$ cat src/rtl/flash_bank_pkg.sv
package flash_bank_pkg;

    localparam int REG_DW = 8;

    localparam logic [3:0] KEY_LOCK = 4'b1100;
    localparam logic [3:0] KEY_OPEN = 4'b0011;

    typedef struct packed {
        logic [3:0] key;
        logic       bank;
    } ctrl_t;

    typedef struct packed {
        ctrl_t ctrl;
        logic  stby;
    } regs_t;

    localparam regs_t REGS_RESET = '{ctrl: '{key: KEY_LOCK, bank: 1'b1}, stby: 1'b0};

endpackage

$ cat src/rtl/flash_bank_regs.sv
module flash_bank_regs
    import flash_bank_pkg::*;
#(
    parameter int                REG_AW    = 4,
    parameter logic [REG_AW-1:0] CTRL_ADDR = 4'h2,
    parameter logic [REG_AW-1:0] STBY_ADDR = 4'h3
) (
    input  logic              clk,
    input  logic              rst_n,
    input  logic [REG_AW-1:0] reg_addr,
    input  logic [REG_DW-1:0] reg_wdata,
    input  logic              reg_wr,
    input  logic              reg_rd,
    input  logic              hw_clr,
    output logic [REG_DW-1:0] reg_rdata,
    output logic [3:0]        key_o,
    output logic              bank_o,
    output logic              stby_o
);

    regs_t regs_d, regs_q;

    logic wr_ctrl, wr_stby;
    assign wr_ctrl = reg_wr && (reg_addr == CTRL_ADDR);
    assign wr_stby = reg_wr && (reg_addr == STBY_ADDR);

    always_comb begin
        regs_d = regs_q;
        if (wr_ctrl) begin
            regs_d.ctrl.key  = reg_wdata[7:4];
            regs_d.ctrl.bank = reg_wdata[3];
        end
        if (wr_stby) begin
            regs_d.stby = reg_wdata[0];
        end
        // hardware events override software in the same cycle
        if (hw_clr) begin
            regs_d.stby = 1'b0;
        end
    end

    always_ff @(posedge clk or negedge rst_n) begin
        if (!rst_n) regs_q <= REGS_RESET;
        else        regs_q <= regs_d;
    end

    always_comb begin
        reg_rdata = '0;
        if (reg_rd) begin
            if (reg_addr == CTRL_ADDR)      reg_rdata = {regs_q.ctrl.key, regs_q.ctrl.bank, 3'b000};
            else if (reg_addr == STBY_ADDR) reg_rdata = {7'b0, regs_q.stby};
        end
    end

    assign key_o  = regs_q.ctrl.key;
    assign bank_o = regs_q.ctrl.bank;
    assign stby_o = regs_q.stby;

    assert_hw_clear_R12: assert property (@(posedge clk) disable iff (!rst_n)
        hw_clr |=> !stby_o);

    assert_stby_set_R8: assert property (@(posedge clk) disable iff (!rst_n)
        (wr_stby && reg_wdata[0] && !hw_clr) |=> stby_o);

    assert_key_hold_R2: assert property (@(posedge clk) disable iff (!rst_n)
        !wr_ctrl |=> $stable(key_o));

endmodule

$ cat src/rtl/flash_bank_map.sv
module flash_bank_map #(
    parameter int                ADDR_W   = 16,
    parameter logic [ADDR_W-1:0] FLASH_LO = 16'h1000,
    parameter logic [ADDR_W-1:0] BOOT_LO  = 16'h7800,
    parameter logic [ADDR_W-1:0] BOOT_HI  = 16'h7FFF,
    parameter logic [ADDR_W-1:0] WIN_LO   = 16'h8000
) (
    input  logic [ADDR_W-1:0] mem_addr,
    input  logic              access,
    input  logic              serial_mode,
    input  logic              bank,
    output logic              flash_sel,
    output logic              boot_sel,
    output logic [ADDR_W-1:0] flash_addr
);

    // lowest CPU address of the shifted lower-flash window
    localparam logic [ADDR_W-1:0] BANK0_LO = FLASH_LO + WIN_LO;

    logic in_boot, in_upper, in_bank0;

    assign in_boot  = (mem_addr >= BOOT_LO) && (mem_addr <= BOOT_HI);
    assign in_upper = (mem_addr >= WIN_LO);
    assign in_bank0 = (mem_addr >= BANK0_LO);

    always_comb begin
        flash_sel  = 1'b0;
        boot_sel   = 1'b0;
        flash_addr = '0;
        if (access) begin
            if (!serial_mode) begin
                if (mem_addr >= FLASH_LO) begin
                    flash_sel  = 1'b1;
                    flash_addr = mem_addr;
                end
            end else if (in_boot) begin
                boot_sel = 1'b1;
            end else if (bank) begin
                if (in_upper) begin
                    flash_sel  = 1'b1;
                    flash_addr = mem_addr;
                end
            end else if (in_bank0) begin
                flash_sel  = 1'b1;
                flash_addr = mem_addr - WIN_LO;
            end
        end
    end

endmodule

$ cat src/rtl/flash_bank_ctl.sv
module flash_bank_ctl
    import flash_bank_pkg::*;
#(
    parameter int                REG_AW    = 4,
    parameter logic [REG_AW-1:0] CTRL_ADDR = 4'h2,
    parameter logic [REG_AW-1:0] STBY_ADDR = 4'h3,
    parameter int                ADDR_W    = 16,
    parameter logic [ADDR_W-1:0] FLASH_LO  = 16'h1000,
    parameter logic [ADDR_W-1:0] BOOT_LO   = 16'h7800,
    parameter logic [ADDR_W-1:0] BOOT_HI   = 16'h7FFF,
    parameter logic [ADDR_W-1:0] WIN_LO    = 16'h8000
) (
    input  logic              clk,
    input  logic              rst_n,
    input  logic [REG_AW-1:0] reg_addr,
    input  logic [7:0]        reg_wdata,
    input  logic              reg_wr,
    input  logic              reg_rd,
    output logic [7:0]        reg_rdata,
    input  logic [ADDR_W-1:0] mem_addr,
    input  logic              mem_rd,
    input  logic              mem_wr,
    input  logic              serial_mode,
    input  logic              irq_ack,
    input  logic              lp_mode,
    output logic              flash_sel,
    output logic              boot_sel,
    output logic [ADDR_W-1:0] flash_addr,
    output logic              cmd_enable,
    output logic              flash_standby
);

    logic [3:0] key;
    logic       bank;
    logic       stby;
    logic       hw_clr;

    assign hw_clr = irq_ack | lp_mode | flash_sel;

    flash_bank_regs #(
        .REG_AW   (REG_AW),
        .CTRL_ADDR(CTRL_ADDR),
        .STBY_ADDR(STBY_ADDR)
    ) regs_i (
        .clk      (clk),
        .rst_n    (rst_n),
        .reg_addr (reg_addr),
        .reg_wdata(reg_wdata),
        .reg_wr   (reg_wr),
        .reg_rd   (reg_rd),
        .hw_clr   (hw_clr),
        .reg_rdata(reg_rdata),
        .key_o    (key),
        .bank_o   (bank),
        .stby_o   (stby)
    );

    flash_bank_map #(
        .ADDR_W  (ADDR_W),
        .FLASH_LO(FLASH_LO),
        .BOOT_LO (BOOT_LO),
        .BOOT_HI (BOOT_HI),
        .WIN_LO  (WIN_LO)
    ) map_i (
        .mem_addr   (mem_addr),
        .access     (mem_rd | mem_wr),
        .serial_mode(serial_mode),
        .bank       (bank),
        .flash_sel  (flash_sel),
        .boot_sel   (boot_sel),
        .flash_addr (flash_addr)
    );

    // reserved key codes count as locked
    assign cmd_enable    = (key == KEY_OPEN);
    assign flash_standby = stby | lp_mode;

    assert_open_key_R2: assert property (@(posedge clk) disable iff (!rst_n)
        (reg_wr && reg_addr == CTRL_ADDR && reg_wdata[7:4] == KEY_OPEN) |=> cmd_enable);

    assert_other_key_R2: assert property (@(posedge clk) disable iff (!rst_n)
        (reg_wr && reg_addr == CTRL_ADDR && reg_wdata[7:4] != KEY_OPEN) |=> !cmd_enable);

    assert_lp_hold_R11: assert property (@(posedge clk) disable iff (!rst_n)
        lp_mode |-> flash_standby);

    assert_sel_excl_R5: assert property (@(posedge clk) disable iff (!rst_n)
        !(flash_sel && boot_sel));

    assert_mcu_ident_R4: assert property (@(posedge clk) disable iff (!rst_n)
        (!serial_mode && flash_sel) |-> (flash_addr == mem_addr));

    assert_bank1_ident_R7: assert property (@(posedge clk) disable iff (!rst_n)
        (serial_mode && bank && flash_sel) |-> (flash_addr == mem_addr));

    assert_no_strobe_R4: assert property (@(posedge clk) disable iff (!rst_n)
        !(mem_rd || mem_wr) |-> !(flash_sel || boot_sel));

endmodule

$ cat config.mk
export PLATFORM = sky130hd
export DESIGN_NAME = flash_bank_ctl
export DESIGN_NICKNAME = d
export VERILOG_FILES = /design/src/rtl/flash_bank_pkg.sv /design/src/rtl/flash_bank_regs.sv /design/src/rtl/flash_bank_map.sv /design/src/rtl/flash_bank_ctl.sv
export SDC_FILE = /design/constraint.sdc
export NUM_CORES = 1
export LEC_CHECK = 0
export ABC_CLOCK_PERIOD_IN_PS = 1720
export BUFFER_PORTS_ARGS = -buffer_cell sky130_fd_sc_hd__buf_4
export CORE_MARGIN = 2
export CORE_UTILIZATION = 34
export CTS_CLUSTER_DIAMETER = 200
export DETAILED_ROUTE_END_ITERATION = 10
export GPL_TIMING_DRIVEN = 1
export PLACE_DENSITY = 0.79
export SLEW_MARGIN = 20
export SYNTH_ARGS = -nofsm -noshare
export SYNTH_HDL_FRONTEND = slang
export SYNTH_SLANG_ARGS = --single-unit
$ cat constraint.sdc
create_clock -name clk -period 1.72 [get_ports clk]
set_input_delay 0.344 -clock clk [delete_from_list [all_inputs] [get_ports clk]]
set_output_delay 0.344 -clock clk [all_outputs]
set_load 0.01 [all_outputs]
==> impl_metrics.ini <==
[outcome]
status = finished with violations
violations = setup timing

[placed_design]
dpl_cell_area_um2 = 1130
gp_congestion = 0.720
portBuffers = 60
dp_slack_ns = -0.0850
dp_hpwl_mm = 1.58

[floorplanning]
die_y_um = 46.3
rows = 15
boundaryPins = 65
fp.dieW_um = 46.3
core_area_um2 = 1710
start_util_pct = 35.7
die_area_um2 = 2150

[timing]
rsz0062_at_grt = yes
drv_slew = 0
fin_setup_tns_ns = -1.82
setup_viol = 16
fin_skew_ns = 0.00653
final_hold_viol_count = 0
fmax_ghz = 0.541
min_period_ns = 1.85
fin_crit_sh_pct = 107
fin_hold_ws_ns = 0.335
final.setup.worst_slack_ns = -0.128

[synthesis]
ys.flop_type = dfstp_2
avgSynthCellArea_um2 = 9.67
synth.cell_area_um2 = 609
yosysWarnings = 0
ys_seq_elements = 6
ys_seq_area_share_pct = 25.3
synth_cells = 63
ys_async_sr_fraction_pct = 100
synth_edf_count = 0
ys_types = 27

[detailed_routing]
via_count = 736
ant_nets = 0
drc_errors = 0
drt_iter0_drc = 3
wl_mm = 1.93
drt-pass1-iter-count = 2
wl_per_cell_um = 12.3
viasPerCell = 4.69

[global_route]
grt_usage_pct = 15.9
grt.overflow.total = 0
antenna_found_initial = 0
grt_pass1_wl_mm = 2.53
grt_pass1_vias = 644
grt_max_degree = 17

[clock_tree]
cts_root_buf = clkbuf_4
cts_buffer_depth = 2
cts_tree = done
h-tree-depth = 1
clock_latency_ns = 0.24
cts_sinks = 6
clk_pin_slew_ns = 0.05
cts_made_buffers = 3

[layout]
fin_area_um2 = 1220
area_delta_synth_final_pct = 101
antennaDiodeCount = 0
fin_nets = 170
drive_gt1_share_pct = 74.2
final_util_pct = 71.6
layout_commonest_cell = buf_4
final_cell_mix = 62 x buf_4, 11 x nor3b_2, 6 x inv_1

[setup_path]
end_kind = primary output
timing.rr.start = regs_i.bank_o$_DFFE_PN1P_
cp.required_ns = 1.38
critical_path.max_fanout = 16
critical_path_arrival_ns = 1.50
crit_slowest_cell = dfstp_2
crit_start = regs_i.bank_o$_DFFE_PN1P_
path_cells = o41a_1, o21ai_4, buf_12, nor3b_2, buf_4
criticalPathCategory = reg2out
slowest_delay_ns = 0.36
crit_path_start_kind = flip-flop

[run]
cap_violations = 0

[min_path]
hold_start = reg_wdata[4]
holdCritPathClass = in2reg

[power_and_ir_drop]
ir_drop_v = 0.000413
power.density_nw_per_um2 = 504
leakagePower_nw = 0.612
[sequential cells by signal, indices dropped and copies added, names as in the netlist]
register	count
regs_i.bank_o	1
regs_i.key_o	4
regs_i.stby_o	1
[power by group]
| part | internal [mW] | switching, mW |
|---|---|---|
| clock | 0.0879 | 0.0518 |
| combinational | 0.171 | 0.105 |
| sequential | 0.181 | 0.0189 |
[path summary, 6_finish.rpt]
path                                               end  slack (ns)  cells past startpoint
hold / removal             regs_i.key_o[0]$_DFFE_PN0P_        0.34                      2
max in group asynchronous    regs_i.bank_o$_DFFE_PN1P_        1.06                      2
setup / recovery                        flash_addr[10]       -0.13                      5
min in group asynchronous  regs_i.key_o[0]$_DFFE_PN0P_        0.45                      2
hold reg to reg            regs_i.key_o[1]$_DFFE_PN0P_        0.53                      1
setup reg to reg             regs_i.stby_o$_DFFE_PN0P_        0.49                      4
[Yosys cell counts (2+ instances only)]
library cell	number	area, um^2
and2_1	5	31.3
nor2_1	2	7.51
inv_1	6	22.5
nor2_2	4	25.0
buf_4	3	22.5
nand2_1	2	7.51
mux2_2	5	56.3
nor3b_2	6	75.1
nor4_1	2	12.5
dfstp_2	3	78.8
nor3b_1	6	45.0
or2_2	2	12.5
dfrtp_1	3	75.1
[per-stage QoR]
step / std cells / power (mW)
global placement: 151 / 0.449
floorplan: 64 / 0.312
CTS: 157 / 0.617
detailed placement: 151 / 0.458
global route: 157 / 0.656
finish: 157 / 0.616
[kinds of logic (layout without fill, tap and decap cells)]
group,count (synthesis),count (layout),synth area share [%]
muxes,5,5,9.24
AOI/OAI and AO/OA,5,5,8.83
other,1,2,0.615
and+or+nand+nor,36,36,46.8
buffers and inverters,10,78,9.24
DFF,6,6,25.3
[critical path: cells and delay by family (launching register included)]
kind	cells	cell delay, ns
AO/OA/AOI/OAI	2	0.51
buffers and inverters	2	0.32
flip-flops	1	0.36
AND/OR/NAND/NOR	1	0.06
[timing repair]
action | in CTS | in global routing
buffers inserted | 1 | 0
resized for setup | 3 | 7
hold buffers | 1 | 0
pin swaps | 0 | 0
endpoints found under the setup margin | 16 | 16
hold endpoints to repair | 3 | 0
[area by class of cell]
class / count / area (um^2)
clock buffer: 4 / 26.3
tap: 25 / 31.3
fill: 132 / 485
sequential: 6 / 154
inverter: 6 / 22.5
timing repair buffer: 68 / 549
multi-input combinational: 48 / 439
[routing by layer]
metal  global-route usage (%)  routed length [um]  vias to the layer above
met5                        0                   0                        -
met4                     6.86                  16                        0
met3                     3.92                 267                        2
met2                     28.3                 961                       50
met1                     17.5                 687                      326
li1                         -                   -                      358
No activity file was read; power rests on OpenSTA's default activity.
